===== config.mk =====
export PLATFORM = sky130hd
export DESIGN_NAME = i2c_regbus_target
export DESIGN_NICKNAME = d
export VERILOG_FILES = /design/src/rtl/i2ct_pkg.sv /design/src/rtl/i2ct_bus_sync.sv /design/src/rtl/i2ct_regs.sv /design/src/rtl/i2ct_fsm.sv /design/src/rtl/i2c_regbus_target.sv
export SDC_FILE = /design/constraint.sdc
export NUM_CORES = 1
export LEC_CHECK = 0
export BUFFER_PORTS_ARGS = -buffer_cell sky130_fd_sc_hd__buf_4
export CELL_PAD_IN_SITES_DETAIL_PLACEMENT = 1
export CELL_PAD_IN_SITES_GLOBAL_PLACEMENT = 2
export CORE_ASPECT_RATIO = 1.25
export CORE_MARGIN = 5
export CORE_UTILIZATION = 39
export CTS_CLUSTER_DIAMETER = 120
export DETAILED_ROUTE_END_ITERATION = 10
export PLACE_DENSITY = 0.77
export SYNTH_ARGS = -nofsm -noshare
export SYNTH_HDL_FRONTEND = slang
export SYNTH_SLANG_ARGS = --single-unit

===== constraint.sdc =====
create_clock -name clk_i -period 2 [get_ports clk_i]
set_input_delay 0.4 -clock clk_i [delete_from_list [all_inputs] [get_ports clk_i]]
set_output_delay 0.4 -clock clk_i [all_outputs]
set_load 0.02 [all_outputs]

===== src/rtl/i2ct_pkg.sv =====
package i2ct_pkg;
  typedef enum logic [3:0] {
    ST_IDLE, ST_ADDR, ST_AACK, ST_WADR, ST_WACK,
    ST_WDAT, ST_DACK, ST_RDAT, ST_RACK, ST_IGN
  } state_e;
  localparam logic [3:0] TYPE_CODE = 4'b1010;
  localparam int WEL_BIT = 1;
endpackage


===== src/rtl/i2ct_bus_sync.sv =====
module i2ct_bus_sync #(
  parameter int STAGES = 2
) (
  input  logic clk_i,
  input  logic rst_ni,
  input  logic scl_i,
  input  logic sda_i,
  output logic scl_o,
  output logic sda_o,
  output logic start_o,
  output logic stop_o,
  output logic rise_o,
  output logic fall_o
);
  logic [STAGES-1:0] scl_ff, sda_ff;
  logic scl_d, sda_d;

  always_ff @(posedge clk_i or negedge rst_ni) begin
    if (!rst_ni) begin
      scl_ff <= '1;
      sda_ff <= '1;
      scl_d  <= 1'b1;
      sda_d  <= 1'b1;
    end else begin
      scl_ff <= {scl_ff[STAGES-2:0], scl_i};
      sda_ff <= {sda_ff[STAGES-2:0], sda_i};
      scl_d  <= scl_o;
      sda_d  <= sda_o;
    end
  end

  assign scl_o   = scl_ff[STAGES-1];
  assign sda_o   = sda_ff[STAGES-1];
  assign start_o = scl_o & scl_d & sda_d & ~sda_o;
  assign stop_o  = scl_o & scl_d & ~sda_d & sda_o;
  assign rise_o  = scl_o & ~scl_d;
  assign fall_o  = ~scl_o & scl_d;
endmodule


===== src/rtl/i2ct_regs.sv =====
module i2ct_regs
  import i2ct_pkg::*;
#(
  parameter int DW = 8
) (
  input  logic          clk_i,
  input  logic          rst_ni,
  input  logic          wr_i,
  input  logic          sel_i,
  input  logic [DW-1:0] wdata_i,
  output logic [DW-1:0] rdata_o,
  output logic [DW-1:0] stat_o,
  output logic [DW-1:0] seq_o
);
  localparam logic [DW-1:0] WEL_MASK = DW'(1) << WEL_BIT;

  logic [DW-1:0] stat_q, seq_q;
  logic wel;

  assign wel = stat_q[WEL_BIT];

  always_ff @(posedge clk_i or negedge rst_ni) begin
    if (!rst_ni) begin
      stat_q <= '0;
      seq_q  <= '0;
    end else if (wr_i) begin
      if (!sel_i)
        stat_q <= wel ? wdata_i : ((stat_q & ~WEL_MASK) | (wdata_i & WEL_MASK));
      else if (wel)
        seq_q <= wdata_i;
    end
  end

  assign rdata_o = sel_i ? seq_q : stat_q;
  assign stat_o  = stat_q;
  assign seq_o   = seq_q;


  locked_seq_chk: assert property (@(posedge clk_i) disable iff (!rst_ni)
    wr_i && !wel |=> $stable(seq_q));

  locked_stat_chk: assert property (@(posedge clk_i) disable iff (!rst_ni)
    wr_i && !wel |=> (stat_q & ~WEL_MASK) == $past(stat_q & ~WEL_MASK));

  wel_load_chk: assert property (@(posedge clk_i) disable iff (!rst_ni)
    wr_i && !sel_i |=> stat_q[WEL_BIT] == $past(wdata_i[WEL_BIT]));
endmodule


===== src/rtl/i2ct_fsm.sv =====
module i2ct_fsm
  import i2ct_pkg::*;
#(
  parameter int DW      = 8,
  parameter int STRAP_W = 3
) (
  input  logic               clk_i,
  input  logic               rst_ni,
  input  logic               scl_i,
  input  logic               sda_i,
  input  logic               start_i,
  input  logic               stop_i,
  input  logic               rise_i,
  input  logic               fall_i,
  input  logic [STRAP_W-1:0] strap_i,
  input  logic [DW-1:0]      rdata_i,
  output logic               oe_o,
  output logic               wr_o,
  output logic               sel_o,
  output logic [DW-1:0]      wdata_o
);
  localparam int CNT_W = $clog2(DW);
  localparam logic [CNT_W-1:0] LAST = CNT_W'(DW - 1);

  state_e         state_q;
  logic [DW-1:0]  shreg_q, txsh_q;
  logic [CNT_W-1:0] cnt_q;
  logic done_q, rw_q, ptr_q, oe_q, wr_q;
  logic addr_hit, wa_ok, rx_state;

  assign addr_hit = shreg_q[DW-1:1] == {TYPE_CODE, strap_i};
  assign wa_ok    = (shreg_q == '0) || (shreg_q == '1);
  assign rx_state = (state_q == ST_ADDR) || (state_q == ST_WADR) || (state_q == ST_WDAT);

  always_ff @(posedge clk_i or negedge rst_ni) begin
    if (!rst_ni) begin
      state_q <= ST_IDLE;
      shreg_q <= '0;
      txsh_q  <= '0;
      cnt_q   <= '0;
      done_q  <= 1'b0;
      rw_q    <= 1'b0;
      ptr_q   <= 1'b0;
      oe_q    <= 1'b0;
      wr_q    <= 1'b0;
    end else begin
      wr_q <= 1'b0;
      if (stop_i) begin
        state_q <= ST_IDLE;
        oe_q    <= 1'b0;
      end else if (start_i) begin
        state_q <= ST_ADDR;
        cnt_q   <= '0;
        done_q  <= 1'b0;
        oe_q    <= 1'b0;
      end else if (rx_state) begin
        if (rise_i) begin
          shreg_q <= {shreg_q[DW-2:0], sda_i};
          cnt_q   <= cnt_q + 1'b1;
          if (cnt_q == LAST) done_q <= 1'b1;
        end else if (fall_i && done_q) begin
          done_q <= 1'b0;
          cnt_q  <= '0;
          if (state_q == ST_ADDR) begin
            if (addr_hit) begin
              oe_q    <= 1'b1;
              rw_q    <= shreg_q[0];
              state_q <= ST_AACK;
            end else begin
              state_q <= ST_IGN;
            end
          end else if (state_q == ST_WADR) begin
            if (wa_ok) begin
              ptr_q   <= shreg_q[DW-1];
              oe_q    <= 1'b1;
              state_q <= ST_WACK;
            end else begin
              state_q <= ST_IGN;
            end
          end else begin
            wr_q    <= 1'b1;
            oe_q    <= 1'b1;
            state_q <= ST_DACK;
          end
        end
      end else begin
        case (state_q)
          ST_AACK: if (fall_i) begin
            if (rw_q) begin
              txsh_q  <= rdata_i;
              oe_q    <= ~rdata_i[DW-1];
              state_q <= ST_RDAT;
            end else begin
              oe_q    <= 1'b0;
              state_q <= ST_WADR;
            end
          end
          ST_WACK: if (fall_i) begin
            oe_q    <= 1'b0;
            state_q <= ST_WDAT;
          end
          ST_DACK: if (fall_i) begin
            oe_q    <= 1'b0;
            state_q <= ST_IGN;
          end
          ST_RDAT: begin
            if (rise_i) begin
              cnt_q <= cnt_q + 1'b1;
              if (cnt_q == LAST) done_q <= 1'b1;
            end else if (fall_i) begin
              if (done_q) begin
                done_q  <= 1'b0;
                cnt_q   <= '0;
                oe_q    <= 1'b0;
                state_q <= ST_RACK;
              end else begin
                txsh_q <= txsh_q << 1;
                oe_q   <= ~txsh_q[DW-2];
              end
            end
          end
          ST_RACK: if (rise_i) state_q <= ST_IGN;
          default: ;
        endcase
      end
    end
  end

  assign oe_o    = oe_q;
  assign wr_o    = wr_q;
  assign sel_o   = ptr_q;
  assign wdata_o = shreg_q;


  stop_idle_chk: assert property (@(posedge clk_i) disable iff (!rst_ni)
    stop_i |=> (state_q == ST_IDLE) && !oe_q);

  oe_scl_low_chk: assert property (@(posedge clk_i) disable iff (!rst_ni)
    scl_i && $past(scl_i) |-> $stable(oe_q));

  ign_release_chk: assert property (@(posedge clk_i) disable iff (!rst_ni)
    state_q == ST_IGN |-> !oe_q);

  ack_match_chk: assert property (@(posedge clk_i) disable iff (!rst_ni)
    state_q == ST_AACK |-> oe_q && (shreg_q[DW-1:1] == {TYPE_CODE, strap_i}));

  wa_valid_chk: assert property (@(posedge clk_i) disable iff (!rst_ni)
    state_q == ST_WACK |-> (shreg_q == '0) || (shreg_q == '1));
endmodule


===== src/rtl/i2c_regbus_target.sv =====
module i2c_regbus_target #(
  parameter int DW          = 8,
  parameter int STRAP_W     = 3,
  parameter int SYNC_STAGES = 2
) (
  input  logic               clk_i,
  input  logic               rst_ni,
  input  logic               scl_i,
  input  logic               sda_i,
  input  logic [STRAP_W-1:0] strap_i,
  output logic               sda_oe_o,
  output logic [DW-1:0]      stat_o,
  output logic [DW-1:0]      seq_o
);
  logic scl_s, sda_s, start, stop, rise, fall;
  logic wr, sel;
  logic [DW-1:0] wdata, rdata;

  i2ct_bus_sync #(.STAGES(SYNC_STAGES)) u_sync (
    .clk_i(clk_i), .rst_ni(rst_ni), .scl_i(scl_i), .sda_i(sda_i),
    .scl_o(scl_s), .sda_o(sda_s), .start_o(start), .stop_o(stop),
    .rise_o(rise), .fall_o(fall)
  );

  i2ct_fsm #(.DW(DW), .STRAP_W(STRAP_W)) u_fsm (
    .clk_i(clk_i), .rst_ni(rst_ni), .scl_i(scl_s), .sda_i(sda_s),
    .start_i(start), .stop_i(stop), .rise_i(rise), .fall_i(fall),
    .strap_i(strap_i), .rdata_i(rdata), .oe_o(sda_oe_o),
    .wr_o(wr), .sel_o(sel), .wdata_o(wdata)
  );

  i2ct_regs #(.DW(DW)) u_regs (
    .clk_i(clk_i), .rst_ni(rst_ni), .wr_i(wr), .sel_i(sel),
    .wdata_i(wdata), .rdata_o(rdata), .stat_o(stat_o), .seq_o(seq_o)
  );
endmodule


==> reports/metrics.cfg <==
[synthesis]
syn_nets=222
ys_ff_latch=49
synth_area_per_cell_um2=11.6
ys.flop_type=dfrtp_1
synthDistinctLibCells=44
synth_top_family_by_area=multiplexers
syn_area_um2=2470
synthAdderAreaFrac_pct=1.01
synth_warnings=0
ys_seq_area_share_pct=49.9
syn-instance-count=213
synth_xor_xnor_area_share_pct=1.42
synth-edff-count=0
synth.area.mux_share_pct=20.2
synth-async-reset-ratio_pct=100
synth_compound_area_share_pct=9.27
synth-simple-area-share_pct=16.1

[worst_setup_path]
cpMaxStageDelayCell=dfrtp_1
max_stage_delay_ns=0.56
crit_chain=nand2b_4, nor2_1, a221oi_4, mux2_2
crit_type=flip-flop to flip-flop
cp_max_fo=10
crit_required_ns=2.19
arrival_ns=2.03
cp-start-kind=flip-flop
crit_path_end_kind=flip-flop

[floorplan]
die_h_um=99.0
core_um2=6170
rows=32
pin_count=24
fp.dieW_um=81.2
die-area_um2=8030
initial_core_util_pct=40.1

[clocking]
path_clk_slew_ns=0.09
cts-root-buf=clkbuf_8
cts.sinks=49
clk_path_buf_depth=2
worst_skew_pair.late_latency_ns=0.31
cts_tree=built
numCtsBuffers=5
htreeDepth=2
cts_hold_buf=0
cts_setup_buffers=0

[placement]
dp_hpwl_mm=4.19
place_inst=327
io_buffers=23
place_congestion=0.869

[routing]
num_vias=1798
wirelength_mm=5.60
firstDrtPassIters=4
vias_per_cell=5.37
drc=0
post_drt_wl_per_cell_um=16.7
drt_iter0_drc=63
drtAntennaViolNets=0

[grt]
grt_pass1_vias=1925
grt_max_degree=50
antenna_found_initial=0
grt_pass1_wl_mm=9.54
grt_util_all_layers_pct=15.4
grt-ovfl-total=0

[power_and_ir_drop]
ir_worst_vdd_v=0.000495
power_per_cell_area_nw_per_um2=1010
p_leak_nw=1.33

[outcome]
status=completed

[timing]
worstMarginPinSlew_ns=0.616
setup_viol=0
final.setup.tns_ns=0
final_hold_viol_count=0
fin_skew_ns=0.0104
slew_viol_final=0
max_freq_mhz=544
post-route-min-period_ns=1.84
fin_crit_sh_pct=91.9
rsz0062_at_grt=no
slew_headroom_pct=59.0

[finish]
antenna_cells=0
final_cells=335
final_common_cell=dfrtp_1
fin_nets=258
layout-drive-gt1-share_pct=38.8
final_cell_mix=dfrtp_1 (42), mux2_2 (38), buf_4 (36)
syn2layout_area_growth_pct=17.8

[run]
maxCapViolations=0

[hold_path]
hp-class=primary input to asynchronous set/reset pin

## synth_stat cells, types with 2 or more instances
| master | n | share of area [%] |
|---|---|---|
| mux2_2 | 38 | 17 |
| xnor2_1 | 3 | 1.1 |
| nor2_1 | 6 | 0.91 |
| buf_2 | 3 | 0.61 |
| dfstp_2 | 6 | 6.4 |
| nand3_1 | 9 | 1.8 |
| a21oi_1 | 7 | 1.4 |
| a311oi_1 | 2 | 0.71 |
| nand2_1 | 21 | 3.2 |
| nor3b_1 | 3 | 0.91 |
| inv_1 | 2 | 0.30 |
| nor2b_1 | 4 | 1.0 |
| dfrtp_1 | 43 | 44 |
| mux2i_1 | 7 | 2.8 |
| or2_2 | 2 | 0.51 |
| nand2b_1 | 3 | 0.76 |
| nor4_1 | 3 | 0.76 |
| buf_4 | 4 | 1.2 |
| ha_1 | 2 | 1.0 |
| o21ai_0 | 15 | 3.0 |
| and3_1 | 2 | 0.51 |
| nand3b_1 | 2 | 0.61 |
| nand4_1 | 4 | 1.0 |
| nor3_1 | 2 | 0.41 |
## path summary, 6_finish.rpt
| kind | depth (start not counted) | from | slack [ns] | end |
|---|---|---|---|---|
| min | 1 | rst_ni | 0.1 | u_fsm.wdata_o[3] |
| max | 4 | u_fsm.state_q[3] | 0.16 | u_fsm.txsh_q[4] |
| max reg2reg | 4 | u_fsm.state_q[3] | 0.16 | u_fsm.txsh_q[4] |
| max in group asynchronous | 1 | rst_ni | 1.44 | u_fsm.state_q[0] |
| min reg2reg | 0 | u_sync.scl_ff[0] | 0.36 | u_sync.scl_ff[1] |
| min in group clk_i | 1 | sda_i | 0.19 | u_sync.sda_ff[0] |
## kinds of logic (layout without fill, tap and decap cells)
logic type / Yosys count / count (layout)
compound gates: 34 / 34
buf+inv: 9 / 46
flops: 49 / 49
simple gates: 70 / 70
mux: 45 / 45
xor+xnor: 4 / 4
fa+ha+maj: 2 / 2
## report_power, final
part	internal [mW]	switching, mW
combinational	0.458	0.460
clock	0.288	0.348
sequential	1.14	0.237
total	1.88	1.05
## layout make-up
| cell class | instances | area, um2 |
|---|---|---|
| fillers | 706 | 3260 |
| flip-flops and latches | 49 | 1230 |
| multi-input cells | 155 | 1190 |
| repair buffers | 36 | 270 |
| well taps | 85 | 106 |
| clock buffers | 6 | 82.6 |
| clock inverters | 2 | 17.5 |
| inverters | 2 | 7.51 |
## what timing repair did
item                                    CTS  global route
hold endpoints to repair                  0             0
resized for setup                         0             2
endpoints found under the setup margin    0             2
## registers in the layout, indices dropped and copies added, names as in the netlist
signal,count
u_fsm.cnt_q,3
u_fsm.done_q,1
u_fsm.oe_o,1
u_fsm.rw_q,1
u_fsm.sel_o,1
u_fsm.state_q,4
u_fsm.txsh_q,7
u_fsm.wdata_o,8
u_fsm.wr_o,1
u_regs.seq_o,8
u_regs.stat_o,8
u_sync.scl_d,1
u_sync.scl_ff,2
u_sync.sda_d,1
u_sync.sda_ff,2
## worst max-delay path: cells and delay by family (launching register included)
kind | cells | cell delay, ns
AO/OA/AOI/OAI | 1 | 0.48
flip-flops | 1 | 0.56
AND/OR/NAND/NOR | 2 | 0.30
multiplexers | 1 | 0.39
## per-stage QoR
step	setup WS, ns	cell area (um2)	hold WS [ns]	power [mW]	util, %
4_1_cts	0.0882	2900	0.114	2.96	47.1
5_1_grt	0.0342	2910	0.144	3.13	47.2
3_3_place_gp	0.129	2800	0.348	2.30	45.4
3_5_place_dp	0.121	2800	0.351	2.32	45.4
2_1_floorplan	0.326	2470	0.104	1.97	-
6_report	0.163	2910	0.0954	2.93	47.2
## routing by layer
metal | GRT usage (%) | up-vias | share of wire [%]
li1 | - | 849 | -
met1 | 18.7 | 921 | 42
met2 | 27.1 | 22 | 54
met3 | 3.11 | 6 | 2.5
met4 | 4.81 | 0 | 1.4
met5 | 0 | - | 0
(Power assumes the default switching activity.)
